**src/rtl/i2c_rf_pkg.sv**
```systemverilog
package i2c_rf_pkg;
    localparam logic [7:0] DEF_SET0 = 8'hD4;
    localparam logic [7:0] DEF_SET1 = 8'hCD;
    localparam logic [7:0] DEF_CTRL = 8'h80;
    localparam logic [7:0] DEF_ID_A = 8'h85;
    localparam logic [7:0] DEF_ID_B = 8'h00;

    localparam logic [7:0] IDX_SET0 = 8'd0;
    localparam logic [7:0] IDX_SET1 = 8'd1;
    localparam logic [7:0] IDX_CTRL = 8'd2;
    localparam logic [7:0] IDX_ID_A = 8'd3;
    localparam logic [7:0] IDX_ID_B = 8'd4;
    localparam logic [7:0] IDX_MON  = 8'd5;

    localparam int         CTRL_SRST_BIT = 2;
    localparam logic [7:0] CTRL_KEEP     = 8'hF3;  // bits 3 and 2 never stored
    localparam int         MON_FLAG_BIT  = 2;

    typedef enum logic [2:0] {
        PH_IDLE, PH_RX, PH_ACK, PH_TX, PH_MACK, PH_HOLD
    } phase_e;

    typedef enum logic [1:0] {
        BY_ADDR, BY_PTR, BY_DATA
    } byte_e;
endpackage

```
**src/rtl/i2c_rf_filt.sv**
```systemverilog
module i2c_rf_filt #(
    parameter int SYNC_STAGES = 2,
    parameter int FILT_LEN    = 3
) (
    input  logic clk,
    input  logic rst_n,
    input  logic line_i,
    output logic line_o
);
    typedef struct packed {
        logic [SYNC_STAGES-1:0] sync;
        logic [FILT_LEN-1:0]    hist;
        logic                   level;
    } filt_t;

    filt_t s_d, s_q;

    always_comb begin
        s_d      = s_q;
        s_d.sync = {s_q.sync[SYNC_STAGES-2:0], line_i};
        s_d.hist = {s_q.hist[FILT_LEN-2:0], s_q.sync[SYNC_STAGES-1]};
        // level moves only once the whole window agrees
        if (&s_q.hist) begin
            s_d.level = 1'b1;
        end else if (~|s_q.hist) begin
            s_d.level = 1'b0;
        end
    end

    always_ff @(posedge clk or negedge rst_n) begin
        if (!rst_n) begin
            s_q <= '1;
        end else begin
            s_q <= s_d;
        end
    end

    assign line_o = s_q.level;
endmodule

```
**src/rtl/i2c_rf_link.sv**
```systemverilog
module i2c_rf_link
    import i2c_rf_pkg::*;
#(
    parameter logic [6:0] DEV_ADDR = 7'b1100000
) (
    input  logic       clk,
    input  logic       rst_n,
    input  logic       scl,
    input  logic       sda,
    input  logic [7:0] rd_data,
    output logic       sda_oe,
    output logic       wr_en,
    output logic [7:0] wr_addr,
    output logic [7:0] wr_data,
    output logic       rd_en,
    output logic [7:0] rd_addr
);
    localparam int         BITS   = 8;
    localparam logic [3:0] LAST   = 4'(BITS);
    localparam logic [4:0] HS_PFX = 5'b00001;

    typedef struct packed {
        phase_e     ph;
        byte_e      kind;
        logic [3:0] cnt;
        logic [7:0] sh;
        logic [7:0] ptr;
        logic       go_tx;
        logic       scl_p;
        logic       sda_p;
    } link_t;

    link_t s_d, s_q;
    logic  rise, fall, start_c, stop_c;

    always_comb begin
        rise    = scl & ~s_q.scl_p;
        fall    = ~scl & s_q.scl_p;
        start_c = scl & s_q.scl_p & s_q.sda_p & ~sda;
        stop_c  = scl & s_q.scl_p & ~s_q.sda_p & sda;

        s_d       = s_q;
        s_d.scl_p = scl;
        s_d.sda_p = sda;
        wr_en     = 1'b0;
        rd_en     = 1'b0;
        wr_addr   = s_q.ptr;
        wr_data   = s_q.sh;
        rd_addr   = s_q.ptr;

        if (start_c) begin
            s_d.ph   = PH_RX;
            s_d.kind = BY_ADDR;
            s_d.cnt  = '0;
        end else if (stop_c) begin
            s_d.ph = PH_IDLE;
        end else begin
            case (s_q.ph)
                PH_RX: begin
                    if (rise) begin
                        s_d.sh  = {s_q.sh[6:0], sda};
                        s_d.cnt = s_q.cnt + 4'd1;
                    end else if (fall && s_q.cnt == LAST) begin
                        s_d.cnt   = '0;
                        s_d.ph    = PH_ACK;
                        s_d.go_tx = 1'b0;
                        case (s_q.kind)
                            BY_ADDR: begin
                                if (s_q.sh[7:3] == HS_PFX || s_q.sh[7:1] != DEV_ADDR) begin
                                    s_d.ph = PH_HOLD;
                                end else begin
                                    s_d.go_tx = s_q.sh[0];
                                    s_d.kind  = BY_PTR;
                                end
                            end
                            BY_PTR: begin
                                s_d.ptr  = s_q.sh;
                                s_d.kind = BY_DATA;
                            end
                            default: begin
                                wr_en   = 1'b1;
                                s_d.ptr = s_q.ptr + 8'd1;
                            end
                        endcase
                    end
                end
                PH_ACK: begin
                    if (fall) begin
                        s_d.cnt = '0;
                        if (s_q.go_tx) begin
                            s_d.ph  = PH_TX;
                            s_d.sh  = rd_data;
                            rd_en   = 1'b1;
                            s_d.ptr = s_q.ptr + 8'd1;
                        end else begin
                            s_d.ph = PH_RX;
                        end
                    end
                end
                PH_TX: begin
                    if (rise) begin
                        s_d.cnt = s_q.cnt + 4'd1;
                    end else if (fall) begin
                        if (s_q.cnt == LAST) begin
                            s_d.ph  = PH_MACK;
                            s_d.cnt = '0;
                        end else begin
                            s_d.sh = {s_q.sh[6:0], 1'b1};
                        end
                    end
                end
                PH_MACK: begin
                    if (rise && sda) begin
                        s_d.ph = PH_HOLD;
                    end else if (fall) begin
                        s_d.ph  = PH_TX;
                        s_d.sh  = rd_data;
                        rd_en   = 1'b1;
                        s_d.ptr = s_q.ptr + 8'd1;
                    end
                end
                default: ;
            endcase
        end
    end

    always_ff @(posedge clk or negedge rst_n) begin
        if (!rst_n) begin
            s_q <= '{ph: PH_IDLE, kind: BY_ADDR, cnt: '0, sh: '0, ptr: '0,
                     go_tx: 1'b0, scl_p: 1'b1, sda_p: 1'b1};
        end else begin
            s_q <= s_d;
        end
    end

    assign sda_oe = (s_q.ph == PH_ACK) | ((s_q.ph == PH_TX) & ~s_q.sh[7]);
endmodule

```
**src/rtl/i2c_rf_regs.sv**
```systemverilog
module i2c_rf_regs
    import i2c_rf_pkg::*;
(
    input  logic       clk,
    input  logic       rst_n,
    input  logic       wr_en,
    input  logic [7:0] wr_addr,
    input  logic [7:0] wr_data,
    input  logic       rd_en,
    input  logic [7:0] rd_addr,
    input  logic [7:0] mon_i,
    output logic [7:0] rd_data,
    output logic       flag_o,
    output logic       run_a,
    output logic [6:0] code_a,
    output logic       run_b,
    output logic [6:0] code_b,
    output logic       dischg,
    output logic [2:0] ramp,
    output logic [1:0] mode
);
    typedef struct packed {
        logic [7:0] set0;
        logic [7:0] set1;
        logic [7:0] ctrl;
        logic       rflag;
    } regs_t;

    regs_t s_d, s_q;

    always_comb begin
        s_d = s_q;
        if (rd_en && rd_addr == IDX_MON) begin
            s_d.rflag = 1'b0;
        end
        if (wr_en) begin
            case (wr_addr)
                IDX_SET0: s_d.set0 = wr_data;
                IDX_SET1: s_d.set1 = wr_data;
                IDX_CTRL: begin
                    if (wr_data[CTRL_SRST_BIT]) begin
                        s_d.set0  = DEF_SET0;
                        s_d.set1  = DEF_SET1;
                        s_d.ctrl  = DEF_CTRL;
                        s_d.rflag = 1'b1;
                    end else begin
                        s_d.ctrl = wr_data & CTRL_KEEP;
                    end
                end
                default: ;
            endcase
        end

        case (rd_addr)
            IDX_SET0: rd_data = s_q.set0;
            IDX_SET1: rd_data = s_q.set1;
            IDX_CTRL: rd_data = s_q.ctrl;
            IDX_ID_A: rd_data = DEF_ID_A;
            IDX_ID_B: rd_data = DEF_ID_B;
            IDX_MON:  rd_data = mon_i;
            default:  rd_data = 8'h00;
        endcase
    end

    always_ff @(posedge clk or negedge rst_n) begin
        if (!rst_n) begin
            s_q <= '{set0: DEF_SET0, set1: DEF_SET1, ctrl: DEF_CTRL, rflag: 1'b0};
        end else begin
            s_q <= s_d;
        end
    end

    assign flag_o = s_q.rflag;
    assign run_a  = s_q.set0[7];
    assign code_a = s_q.set0[6:0];
    assign run_b  = s_q.set1[7];
    assign code_b = s_q.set1[6:0];
    assign dischg = s_q.ctrl[7];
    assign ramp   = s_q.ctrl[6:4];
    assign mode   = s_q.ctrl[1:0];
endmodule

```
**src/rtl/i2c_regfile_target.sv**
```systemverilog
module i2c_regfile_target
    import i2c_rf_pkg::*;
#(
    parameter logic [6:0] DEV_ADDR    = 7'b1100000,
    parameter int         SYNC_STAGES = 2,
    parameter int         FILT_LEN    = 3
) (
    input  logic       clk,
    input  logic       rst_n,
    input  logic       scl_i,
    input  logic       sda_i,
    output logic       sda_oe_o,
    input  logic [7:0] status_i,
    output logic       run_a_o,
    output logic [6:0] code_a_o,
    output logic       run_b_o,
    output logic [6:0] code_b_o,
    output logic       dischg_o,
    output logic [2:0] ramp_o,
    output logic [1:0] mode_o
);
    localparam int         LINES    = 2;
    localparam logic [7:0] FLAG_MSK = 8'(1 << MON_FLAG_BIT);

    logic [LINES-1:0] raw, filt;
    logic             scl_f, sda_f;
    logic             wr_en, rd_en, rflag;
    logic [7:0]       wr_addr, wr_data, rd_addr, rd_data, mon_byte;

    assign raw = {sda_i, scl_i};

    for (genvar g = 0; g < LINES; g++) begin : g_line
        i2c_rf_filt #(.SYNC_STAGES(SYNC_STAGES), .FILT_LEN(FILT_LEN)) u_filt (
            .clk    (clk),
            .rst_n  (rst_n),
            .line_i (raw[g]),
            .line_o (filt[g])
        );
    end

    assign scl_f    = filt[0];
    assign sda_f    = filt[1];
    assign mon_byte = (status_i & ~FLAG_MSK) | (rflag ? FLAG_MSK : 8'h00);

    i2c_rf_link #(.DEV_ADDR(DEV_ADDR)) u_link (
        .clk     (clk),
        .rst_n   (rst_n),
        .scl     (scl_f),
        .sda     (sda_f),
        .rd_data (rd_data),
        .sda_oe  (sda_oe_o),
        .wr_en   (wr_en),
        .wr_addr (wr_addr),
        .wr_data (wr_data),
        .rd_en   (rd_en),
        .rd_addr (rd_addr)
    );

    i2c_rf_regs u_regs (
        .clk     (clk),
        .rst_n   (rst_n),
        .wr_en   (wr_en),
        .wr_addr (wr_addr),
        .wr_data (wr_data),
        .rd_en   (rd_en),
        .rd_addr (rd_addr),
        .mon_i   (mon_byte),
        .rd_data (rd_data),
        .flag_o  (rflag),
        .run_a   (run_a_o),
        .code_a  (code_a_o),
        .run_b   (run_b_o),
        .code_b  (code_b_o),
        .dischg  (dischg_o),
        .ramp    (ramp_o),
        .mode    (mode_o)
    );
endmodule

```
**config.mk**
```make
export PLATFORM = sky130hd
export DESIGN_NAME = i2c_regfile_target
export DESIGN_NICKNAME = d
export VERILOG_FILES = /design/src/rtl/i2c_rf_pkg.sv /design/src/rtl/i2c_rf_filt.sv /design/src/rtl/i2c_rf_link.sv /design/src/rtl/i2c_rf_regs.sv /design/src/rtl/i2c_regfile_target.sv
export SDC_FILE = /design/constraint.sdc
export NUM_CORES = 1
export LEC_CHECK = 0
export BUFFER_PORTS_ARGS = -buffer_cell sky130_fd_sc_hd__buf_2
export CAP_MARGIN = 20
export CORE_UTILIZATION = 59
export CTS_CLUSTER_DIAMETER = 150
export DETAILED_ROUTE_END_ITERATION = 10
export PLACE_DENSITY = 0.81
export SLEW_MARGIN = 0
export SYNTH_ARGS = -nofsm -noshare
export SYNTH_HDL_FRONTEND = slang
export SYNTH_SLANG_ARGS = --single-unit
```
**constraint.sdc**
```tcl
create_clock -name clk -period 2.8 [get_ports clk]
set_input_delay 0.56 -clock clk [delete_from_list [all_inputs] [get_ports clk]]
set_output_delay 0.56 -clock clk [all_outputs]
set_load 0.005 [all_outputs]
```
Word-level counts from Yosys, hierarchy flattened
Cells that the tools add are included.
- add/sub/neg operators: 2
- eq/ne operators: 40
- multiplexer cells: 65
- bitwise gates (word level): 18
- reductions and logical operators: 29
- operators by type and width (cell ; count):
    2-to-1 mux 16 bit ; 4
    case mux 8 bit (2 select lines) ; 3
    case mux 8 bit (5 select lines) ; 1
    2-to-1 mux 9 bit ; 4
    2-to-1 mux 8 bit ; 4
    case mux 8 bit (4 select lines) ; 1
    2-to-1 mux 3 bit ; 10
    inequality test 4 x 1 -> 1 bit, second input constant ; 7
    case mux 8 bit (3 select lines) ; 1
    2-to-1 mux 1 bit ; 23
    2-to-1 mux 23 bit ; 1
    2-to-1 mux 20 bit ; 1
    inequality test 2 x 1 -> 1 bit, second input constant ; 10
    equality test 8 x 2 -> 1 bit, second input constant ; 2
    2-to-1 mux 12 bit ; 1
    2-to-1 mux 4 bit ; 3
    inequality test 2 bit, second input constant ; 6
    case mux 3 bit (4 select lines) ; 1
    case mux 4 bit (3 select lines) ; 1
    AND reduction 3 bit ; 4
    AND reduction 6 bit ; 2
    AND reduction 11 bit ; 1
    AND reduction 10 bit ; 1
    adder 8 x 1 -> 8 bit, second input constant ; 1
    other kinds (35) ; 61
- flip-flop bits (word level): 65
- input port bits: 12
- output and inout port bits: 23
- word-level logic and storage cells: 172

Logic depth before layout (Yosys ltp)
Gate-level depths: netlist (run 1).
- depth in word-level cells: 12
- gate-level depth with buffers: 9
- gate-level depth less buffers: 7

By module
From an unflattened synthesis (run 1), not the netlist that was laid out.
- cell total of the unflattened synthesis: 392
- area, all modules: 3853.7 um^2
- modules (own cells, without submodules) (module ; instances ; cells each ; area each (um^2) ; sequential area each (um^2)):
    i2c_rf_link ; 1 ; 227 ; 2062.0 ; 703.2
    i2c_rf_regs ; 1 ; 145 ; 1438.9 ; 588.1
    i2c_rf_filt ; 2 ; 10 ; 176.4 ; 157.7

Least setup slack after synthesis (run 1)
Ideal clock, no wire load.
- path kind: reg2reg
- start point: register u_link.s_q[1] (netlist name)
- end point: register u_regs.s_q, in the netlist u_regs.mode[0]
- library setup time: 0.125 ns
- data arrival time: 2.098 ns
- required time: 2.675 ns
- path slack: 0.577 ns
- cell stages (with the launch flop): 9
- path buffers: 1
- clock period less this slack: 2.223 ns
- cells stage by stage: dfstp_2 -> inv_1 -> ha_1 -> nand2b_1 -> nor4_4 -> and4_1 -> buf_4 -> nand2_4 -> mux2_4
- longest elaborated chain between the ends: 8
- elaborated cells between the ends (all ways): 15
- classes of those cells: mux: 5; bitwise: 8; reduce/logical: 2
- ends and longest elaborated chain (item ; RTL line ; text):
    start, declared ; i2c_rf_link.sv:33 ; link_t s_d, s_q;
    start signal, assigned ; i2c_rf_link.sv:129 ; s_q <= '{ph: PH_IDLE, kind: BY_ADDR, cnt: '0, sh: '0, ptr: '0,
    bitwise AND 1 bit ; i2c_rf_link.sv:38 ; fall = ~scl & s_q.scl_p;
    logical AND 1 bit ; i2c_rf_link.sv:63 ; end else if (fall && s_q.cnt == LAST) begin
    2-to-1 mux 1 bit ; i2c_rf_link.sv:63 ;
    2-to-1 mux 1 bit ; i2c_rf_link.sv:60 ; if (rise) begin
    2-to-1 mux 1 bit ; i2c_rf_link.sv:58 ; case (s_q.ph)
    2-to-1 mux 1 bit ; i2c_rf_link.sv:55 ; end else if (stop_c) begin
    2-to-1 mux 1 bit * ; i2c_rf_link.sv:51 ; if (start_c) begin
    AND reduction 2 bit (no line) * ; - ;
    end signal, assigned ; i2c_rf_regs.sv:67 ; s_q <= '{set0: DEF_SET0, set1: DEF_SET1, ctrl: DEF_CTRL, rflag: 1'b0};
    end, declared ; i2c_rf_regs.sv:29 ; regs_t s_d, s_q;
Every way passes the cells marked *; elsewhere a longest branch is shown, timed or not.
A chain may end at the register's enable or synchronous reset.

Final worst setup path (run 1)
- start point: register u_link.s_q, in the netlist u_link.rd_addr[3]
- end point: register u_regs.s_q, in the netlist u_regs.code_b[1]
- longest elaborated chain between the ends: 3
- elaborated cells between the ends (all ways): 6
- classes of those cells: eq/ne: 3; mux: 1; reduce/logical: 2
- ends and longest elaborated chain (item ; RTL line ; text):
    equality test 8 x 2 -> 1 bit / equality test 8 x 1 -> 1 bit (equally long branches) ; i2c_rf_regs.sv:37 ; case (wr_addr)
    inequality test 2 x 1 -> 1 bit (no line) / nonzero test 2 bit (equally long branches) ; - ;
    AND reduction 3 bit (no line) ; - ;
Several ways; a longest one is shown, not always the timed one.

==> flow_summary.yaml, run 1 <==
setup_path:
  cp_top_family: "simple AND/OR/NAND/NOR gates"
  regToRegSetupSlack_ns: 0.34
  reg2reg_from: "u_link.rd_addr[3]$_DFFE_PN0P_"
  crit_buf_inv: 0
  worstReg2RegEnd: "u_regs.code_b[1]$_DFFE_PN0P_"
  crit_arrival_ns: 2.69
  reg2reg_depth: 5
  required_ns: 3.03
  end_kind: "flip-flop"
  critPathKind: "reg -> reg"
  cp_slowest_stage_delay_ns: 0.56
  start_kind: "flip-flop"
  crit_chain: "or4_4 -> nor3_2 -> and4_1 -> nand2_4 -> mux2_4"
  cp_max_fo: 9
  worst_path_max_delay_cell: "or4_4"
cts:
  clk_pin_slew_ns: 0.08
  clockBufferDepth: 2
  clockRootBuffer: "clkbuf_8"
  clk_latency_ns: 0.35
  htreeDepth: 3
  tritoncts: "yes"
  cts_buffers: 9
  clock_sinks: 63
  post_cts_resized: 0
  post_cts_buffers: 0
  cts-hold-fix-buffers: 0
job:
  maxCapViolCount: 0
routing:
  drc: 0
  vias: 3124
  drt_iter0_drc: 298
  wl_um: 8950
  first_pass_iters: 5
  ant_nets: 0
  wl_per_cell_um: 18.1
  vias_per_cell: 6.32
final_layout:
  nFillCells: 466
  multi_input_area_um2: 1900
  final_cell_mix: "dfrtp_1, buf_2, nor2_1, o21ai_0, dfstp_2"
  seqCellArea_um2: 1610
  synthToLayoutAreaGrowth_pct: 12.9
  num_antenna_cells: 0
  fin_cells: 494
  drive_gt1_share_pct: 28.4
  fin_nets: 435
  layout_commonest_cell: "dfrtp_1"
  finalCoreUtilization_pct: 69.8
placed_design:
  dp_hpwl_um: 5990
  io_buffers: 33
  gp_congestion: 0.905
  dp.cells: 478
  pre_cts_slack_ns: 0.354
grt:
  grt_overflow: 0
  antenna_found_initial: 0
  first_global_vias: 3075
  grt_usage_pct: 30.0
  grt_pass1_wl_um: 14600
  grt_max_degree: 64
synth:
  synth-main-ff-cell: "dfrtp_1"
  avgSynthCellArea_um2: 9.85
  synth_seq_area_share_pct: 43.6
  ys_types: 69
  ys_ff_latch: 63
  synth_cells: 374
  syn_nets: 395
  synth-edff-count: 0
  syn-cell-area_um2: 3680
  ys_warn_count: 0
  synthArstFlopShare_pct: 100
die:
  coreArea_um2: 5960
  die_h_um: 81.0
  die-width_um: 81.0
  dieArea_um2: 6560
  start_util_pct: 61.8
  io_pins: 35
  num_rows: 28
power_and_ir_drop:
  p_leak_nw: 1.98
  p_comb_share_pct: 42.9
  p_int_mw: 2.01
  p_sw_mw: 1.50
  clock_power_share_pct: 20.9
  switching_share_pct: 42.7
  p_seq_share_pct: 36.2
  peakVddDrop_mv: 0.684
  power.density_nw_per_um2: 845
sta:
  rsz0062_at_grt: "no"
  skew_ns: 0.0105
  max_slew_margin_pct: 48.5
  worstMarginPinSlew_ns: 0.773
  fin_crit_ns: 2.46
  hold_viol_final: 0
  tns_ns: 0
  fmax_mhz: 406
  finalMaxSlewViolations: 0
  final-setup-viol-count: 0
  finalCritPeriodShare_pct: 88.0
  layout_setup_ws_ns: 0.336
min_path:
  hold_path_class: "in -> reg"
  hold_depth: 1
  min_from: "scl_i"
  whs_endpoint: "g_line[0].u_filt.s_d[5]$_DFF_PN1_"
outcome:
  outcome: "completed"
[final cells by class]
type / count / share of cell area (%)
inverters: 23 / 2.08
flip-flops and latches: 63 / 38.6
well taps: 75 / 2.26
clock inverters: 6 / 1.11
repair buffers: 50 / 7.04
clock buffers: 10 / 3.31
multi-input cells: 267 / 45.6
[worst reg2reg max path: stages (launching register included)]
cell and delay (ns):
dfrtp_1 0.44, or4_4 0.56, nor3_2 0.23, and4_1 0.55
nand2_4 0.22, mux2_4 0.34
[cell usage after synthesis, types with 8 or more instances]
cell       n  area share [%]
nand2_1   19             1.9
ha_1       9             3.1
o22a_1     9             2.1
nor2b_1   14             2.4
mux2i_1   11             3.0
o21ai_0   24             3.3
inv_1     23             2.3
a21oi_1   22             3.0
dfstp_2   24              17
nor2_1    24             2.4
nand3_1    9             1.2
mux2_4     8             3.3
dfrtp_1   39              26
a31oi_1   14             2.4
clkbuf_1  14             1.4
[worst max-delay path by stage]
stage | startpoint | end | slack [ns] | depth (start not counted)
final | u_link.rd_addr[3]$_DFFE_PN0P_ | u_regs.code_b[1]$_DFFE_PN0P_ | 0.34 | 5
after global routing | u_link.s_q[1]$_DFF_PN1_ | u_regs.code_b[1]$_DFFE_PN0P_ | 0.25 | 7
after CTS | u_link.s_q[1]$_DFF_PN1_ | u_regs.code_b[1]$_DFFE_PN0P_ | 0.34 | 7
after detailed placement | u_link.s_q[1]$_DFF_PN1_ | u_regs.code_b[4]$_DFFE_PN0P_ | 0.35 | 7
after global placement | u_link.s_q[1]$_DFF_PN1_ | u_regs.code_b[4]$_DFFE_PN0P_ | 0.39 | 7
after floorplan | u_link.s_q[1]$_DFF_PN1_ | u_regs.mode[0]$_DFFE_PN0P_ | 0.58 | 8
[cell families (layout without fill, tap and decap cells)]
group                      count (synthesis)  after routing  share of synthesized area [%]
AOI/OAI and AO/OA                        117            117                           21.6
and+or+nand+nor                          111            111                           17.3
DFF                                       63             63                           43.6
buffers and inverters                     44             89                           4.93
muxes                                     28             28                           9.00
adders and majority gates                  9              9                           3.06
xor gates and xnor gates                   2              2                          0.476
[routing by layer]
layer,part of all wire (%),vias to the layer above,global-route usage (%)
li1,-,1449,-
met1,42,1520,36.9
met2,49,122,49.5
met3,5.4,33,6.07
met4,3.5,0,16.3
met5,0,-,0
[power by group through the flow]
stage	logic [mW]	clock network (mW)	registers, mW
floorplan	1.16	0	1.17
global placement	1.43	0	1.27
detailed placement	1.48	0	1.28
CTS	1.49	0.740	1.27
global route	1.66	0.781	1.29
finish	1.51	0.734	1.27
[registers in the layout, indices dropped and copies added, names as in the netlist]
register              cells
u_regs.mode               2
u_link.s_q               12
u_link.wr_data            8
u_regs.ramp               3
g_line.u_filt.s_d         8
u_regs.code_a             7
u_regs.run_b              1
g_line.u_filt.line_o      2
u_regs.flag_o             1
u_link.rd_addr            8
u_regs.dischg             1
g_line.u_filt.s_q         2
u_regs.run_a              1
u_regs.code_b             7
[stage by stage]
step                hold WS [ns]  instance area (um^2)  total power, mW
global route               0.289                  4160             3.73
finish                     0.306                  4160             3.52
floorplan                  0.264                  3680             2.33
detailed placement         0.348                  3980             2.76
CTS                        0.297                  4160             3.50
global placement           0.347                  3980             2.70
Power figures use the tool's default switching activity.
==> run 2: changes to the inputs <==
- CORE_UTILIZATION: 59 -> 45
- PLACE_DENSITY: 0.81 -> 0.65
==> run 2 against run 1 <==
Effect of this change: sequential share of layout area fell by 0.20 points; worst hold slack got worse by 0.11 ns; power barely moved; sequential power barely moved; clock-buffer cell count stayed put; wire length grew 2.3%; core utilization down 16 points; fmax grew 4.8%; via count decreased by 1.0%; cell area up 0.51%; die area increased by 30%; critical endpoint is now u_regs.ramp[0]$_DFFE_PN0P_; largest cell class unchanged.
==> flow_summary.yaml, run 2 (synthesized netlist as in run 1, its figures left out) <==
outcome:
  outcome: "completed"
job:
  maxCapViolCount: 0
cts:
  clock_sinks: 63
  clk_pin_slew_ns: 0.08
  cts_buffers: 9
  htreeDepth: 3
  cts-hold-fix-buffers: 0
  post_cts_buffers: 0
  clockRootBuffer: "clkbuf_8"
  tritoncts: "yes"
  post_cts_resized: 0
  clockBufferDepth: 2
  clk_latency_ns: 0.36
power_and_ir_drop:
  power.density_nw_per_um2: 841
  p_leak_nw: 1.97
  peakVddDrop_mv: 0.380
  p_total_mw: 3.51
sta:
  finalMaxSlewViolations: 0
  rsz0062_at_grt: "no"
  hold_viol_final: 0
  fmax_mhz: 425
  tns_ns: 0
  holdWs_ns: 0.195
  fin_crit_ns: 2.35
  skew_ns: 0.0135
  worstMarginPinSlew_ns: 0.645
  max_slew_margin_pct: 57.0
  finalCritPeriodShare_pct: 83.9
  final-setup-viol-count: 0
setup_path:
  critPathKind: "reg -> reg"
  end_kind: "flip-flop"
  crit_arrival_ns: 2.59
  worstReg2RegEnd: "u_regs.ramp[0]$_DFFE_PN0P_"
  cp-endpoint: "u_regs.ramp[0]$_DFFE_PN0P_"
  regToRegSetupSlack_ns: 0.45
  required_ns: 3.04
  reg2reg_from: "u_link.s_q[1]$_DFF_PN1_"
  reg2reg_depth: 8
  start_kind: "flip-flop"
  critPathLaunch: "u_link.s_q[1]$_DFF_PN1_"
  cp_max_fo: 9
die:
  die_h_um: 92.5
  dieArea_um2: 8550
  start_util_pct: 47.2
  die-width_um: 92.5
  coreArea_um2: 7810
  num_rows: 32
  io_pins: 35
grt:
  grt_max_degree: 41
  grt_overflow: 0
  grt_pass1_wl_um: 15000
  antenna_found_initial: 0
  first_global_vias: 2897
  grt_usage_pct: 23.0
routing:
  drc: 0
  first_pass_iters: 5
  wl_per_cell_um: 17.7
  vias: 3092
  ant_nets: 0
  wl_um: 9150
  vias_per_cell: 5.97
  drt_iter0_drc: 169
final_layout:
  fin_area_um2: 4180
  synthToLayoutAreaGrowth_pct: 13.5
  drive_gt1_share_pct: 27.9
  nFillCells: 745
  finalCoreUtilization_pct: 53.5
  seqCellArea_um2: 1610
  layout_commonest_cell: "dfrtp_1"
  top_register: "u_link.s_q"
  largest_reg_flops: 12
  multi_input_area_um2: 1900
  final_cell_mix: "dfrtp_1, buf_2, nor2_1, o21ai_0, dfstp_2"
  fin_nets: 432
  num_antenna_cells: 0
placed_design:
  dp_hpwl_um: 6360
  gp_congestion: 0.872
  io_buffers: 33
  postPlaceCellArea_um2: 4000
min_path:
  hold_path_class: "in -> async"
==> run 2: worst min-delay path by stage <==
stage                                                    to                               from  depth (start not counted)  slack [ns]
after floorplan               u_link.rd_addr[0]$_DFFE_PN0P_                              rst_n                          0        0.26
after global placement    g_line[0].u_filt.s_d[1]$_DFF_PN1_  g_line[0].u_filt.s_d[5]$_DFF_PN1_                          0        0.35
after detailed placement  g_line[1].u_filt.s_d[1]$_DFF_PN1_  g_line[1].u_filt.s_d[5]$_DFF_PN1_                          0        0.35
after CTS                        u_link.s_q[25]$_DFFE_PN0P_                              rst_n                          1        0.21
after global routing           u_regs.code_b[4]$_DFFE_PN0P_                              rst_n                          1        0.23
final                          u_regs.code_b[4]$_DFFE_PN0P_                              rst_n                          1        0.19
==> run 2: layout make-up <==
| type | instances | share of cell area (%) |
|---|---|---|
| Tap cell | 102 | 3.05 |
| Sequential cell | 63 | 38.4 |
| Timing Repair Buffer | 47 | 6.76 |
| Inverter | 23 | 2.07 |
| Multi-Input combinational cell | 267 | 45.3 |
| Clock inverter | 6 | 1.05 |
| Clock buffer | 10 | 3.29 |
==> run 2: metrics by stage <==
stage               setup slack, ns  instances
global placement              0.516        502
CTS                           0.459        518
floorplan                     0.577        374
finish                        0.450        518
detailed placement            0.479        502
global route                  0.266        518
==> run 2: metal layers <==
| layer | share of wire, % | wire (um) | vias to the layer above | track usage [%] |
|---|---|---|---|---|
| met1 | 44 | 4070 | 1566 | 31.2 |
| met3 | 4.9 | 447 | 14 | 5.75 |
| met4 | 1.6 | 147 | 0 | 9.11 |
| li1 | - | - | 1441 | - |
| met5 | 0 | 0 | - | 0 |
| met2 | 49 | 4490 | 71 | 35.2 |
==> run 2: critical path: stages, from the launching register on <==
cell,delay (ns)
dfstp_2,0.55
inv_1,0.04
ha_1,0.17
nand2b_1,0.22
nor4_4,0.26
and4_1,0.33
buf_4,0.21
nand2_4,0.12
mux2_4,0.31
==> run 2: report_power, final <==
group,switching [mW],internal (mW),total (mW)
Combinational,0.880,0.599,1.48
Clock,0.401,0.350,0.751
Sequential,0.234,1.05,1.28
Total,1.51,2.00,3.51
==> run 3: changes to the inputs <==
- PLACE_DENSITY: 0.65 -> 0.68
- clock period: 2.8 -> 1.9 ns (I/O delays scaled with it)
==> run 3 against run 2 <==
Effect of this change: the run now ends with negative setup slack left; core utilization grew 14 points; global-route usage grew 4.2 points; first-iteration DRC count grew 40%; clock-buffer cell count shrank 1; critical path depth shrank 2; largest power group unchanged.
==> flow_summary.yaml, run 3 (synthesized netlist as in run 1, its figures left out) <==
final_layout:
  largest_reg_flops: 12
  finalCoreUtilization_pct: 67.9
  fin_nets: 524
  top_register: "u_link.s_q"
  num_antenna_cells: 0
  fin_cells: 610
  final_cell_mix: "buf_4, dfrtp_1, buf_2"
  drive_gt1_share_pct: 51.0
  layout_commonest_cell: "buf_4"
  synthToLayoutAreaGrowth_pct: 43.9
job:
  maxCapViolCount: 0
setup_path:
  required_ns: 2.15
  critPathKind: "reg -> reg"
  end_kind: "flip-flop"
  crit_arrival_ns: 2.33
  start_kind: "flip-flop"
  cp_max_fo: 8
routing:
  drc: 0
  wl_per_cell_um: 18.3
  first_pass_iters: 5
  wl_um: 11200
  drt_iter0_drc: 236
  vias_per_cell: 5.74
  ant_nets: 0
  vias: 3499
outcome:
  violations: "negative setup slack"
  outcome: "finished with violations"
sta:
  tns_ns: -4.24
  rsz0062_at_grt: "yes"
  worstMarginPinSlew_ns: 0.450
  max_slew_margin_pct: 69.8
  final-setup-viol-count: 39
  skew_ns: 0.0145
  finalMaxSlewViolations: 0
  hold_viol_final: 0
  fmax_mhz: 482
  layout_setup_ws_ns: -0.176
  finalCritPeriodShare_pct: 109
  fin_crit_ns: 2.08
grt:
  antenna_found_initial: 0
  grt_max_degree: 48
  first_global_vias: 3710
  grt_pass1_wl_um: 18000
  grt_usage_pct: 27.2
  grt_overflow: 0
cts:
  clockRootBuffer: "clkbuf_8"
  clockBufferDepth: 2
  cts_buffers: 9
  clk_latency_ns: 0.36
  tritoncts: "yes"
  htreeDepth: 3
  clock_sinks: 63
  clk_pin_slew_ns: 0.08
die:
  start_util_pct: 47.2
  coreArea_um2: 7810
  io_pins: 35
  die_h_um: 92.5
  die-width_um: 92.5
  num_rows: 32
  dieArea_um2: 8550
power_and_ir_drop:
  power.density_nw_per_um2: 1320
  peakVddDrop_mv: 0.834
  p_total_mw: 7.00
  p_leak_nw: 2.50
min_path:
  hold_path_class: "in -> reg"
placed_design:
  io_buffers: 33
  dp.cells: 578
  dp_hpwl_um: 7520
  gp_congestion: 0.906
-- run 3: cell count changes in the layout (fill, tap and decap cells not counted), moves of 6 or more --
cell     change
buf_4       +78
buf_6       +10
a21oi_1      -8
mux2_4       +8
o21ai_0     -10
a21oi_2      +8
o21ai_1      +6
-- run 3: routing by layer --
layer,wire length [um],vias to the layer above,global-route usage (%)
li1,-,1630,-
met1,4710,1732,34.2
met2,5710,113,46.0
met3,526,24,4.68
met4,224,0,11.6
met5,0,-,0
-- run 3: area by class of cell --
| cell class | instances | area [um^2] |
|---|---|---|
| inverter | 23 | 86.3 |
| fill | 584 | 2510 |
| clock inverter | 7 | 103 |
| sequential | 63 | 1610 |
| multi-input combinational | 267 | 2200 |
| tap | 102 | 128 |
| clock buffer | 9 | 124 |
| timing repair buffer | 139 | 1050 |
-- run 3: per-stage QoR --
step	hold WS [ns]	setup slack (ns)	instance area, um^2
after floorplan	0.0844	-0.136	3740
final	0.109	-0.176	5300
after global placement	0.322	-0.151	4640
after detailed placement	0.326	-0.198	4640
after global routing	0.100	-0.210	5300
after CTS	0.102	-0.133	5170
-- run 3: final timing paths --
kind / startpoint / to / slack (ns) / depth (start not counted)
worst max-delay path: u_link.rd_addr[4]$_DFFE_PN0P_ / u_regs.mode[0]$_DFFE_PN0P_ / -0.18 / 6
worst min-delay path: sda_i / g_line[1].u_filt.s_d[5]$_DFF_PN1_ / 0.11 / 1
worst max register to register: u_link.rd_addr[4]$_DFFE_PN0P_ / u_regs.mode[0]$_DFFE_PN0P_ / -0.18 / 6
worst min register to register: g_line[0].u_filt.s_d[5]$_DFF_PN1_ / g_line[0].u_filt.s_d[1]$_DFF_PN1_ / 0.36 / 0
max in group asynchronous: rst_n / u_regs.code_a[6]$_DFFE_PN1P_ / 0.79 / 3
min in group asynchronous: rst_n / u_regs.code_b[5]$_DFFE_PN0P_ / 0.47 / 2
-- run 3: what timing repair did --
action | in CTS | in global routing
hold endpoints to repair | 13 | 0
buffers inserted | 12 | 6
resized for setup | 53 | 29
endpoints found under the setup margin | 45 | 45
hold buffers | 1 | 0
pin swaps | 13 | 15
-- run 3: report_power, final --
group	total (mW)	internal [mW]	switching, mW
Clock	1.34	0.751	0.587
Combinational	3.89	1.89	2.00
Sequential	1.77	1.56	0.215
Total	7.00	4.20	2.80
-- run 3: worst max-delay path, cell delays in order (launching register included) --
cell     delay, ns
dfrtp_1       0.38
or4_4         0.56
nor3_4        0.20
and4_4        0.28
buf_12        0.15
nand2_8       0.08
mux2_4        0.31
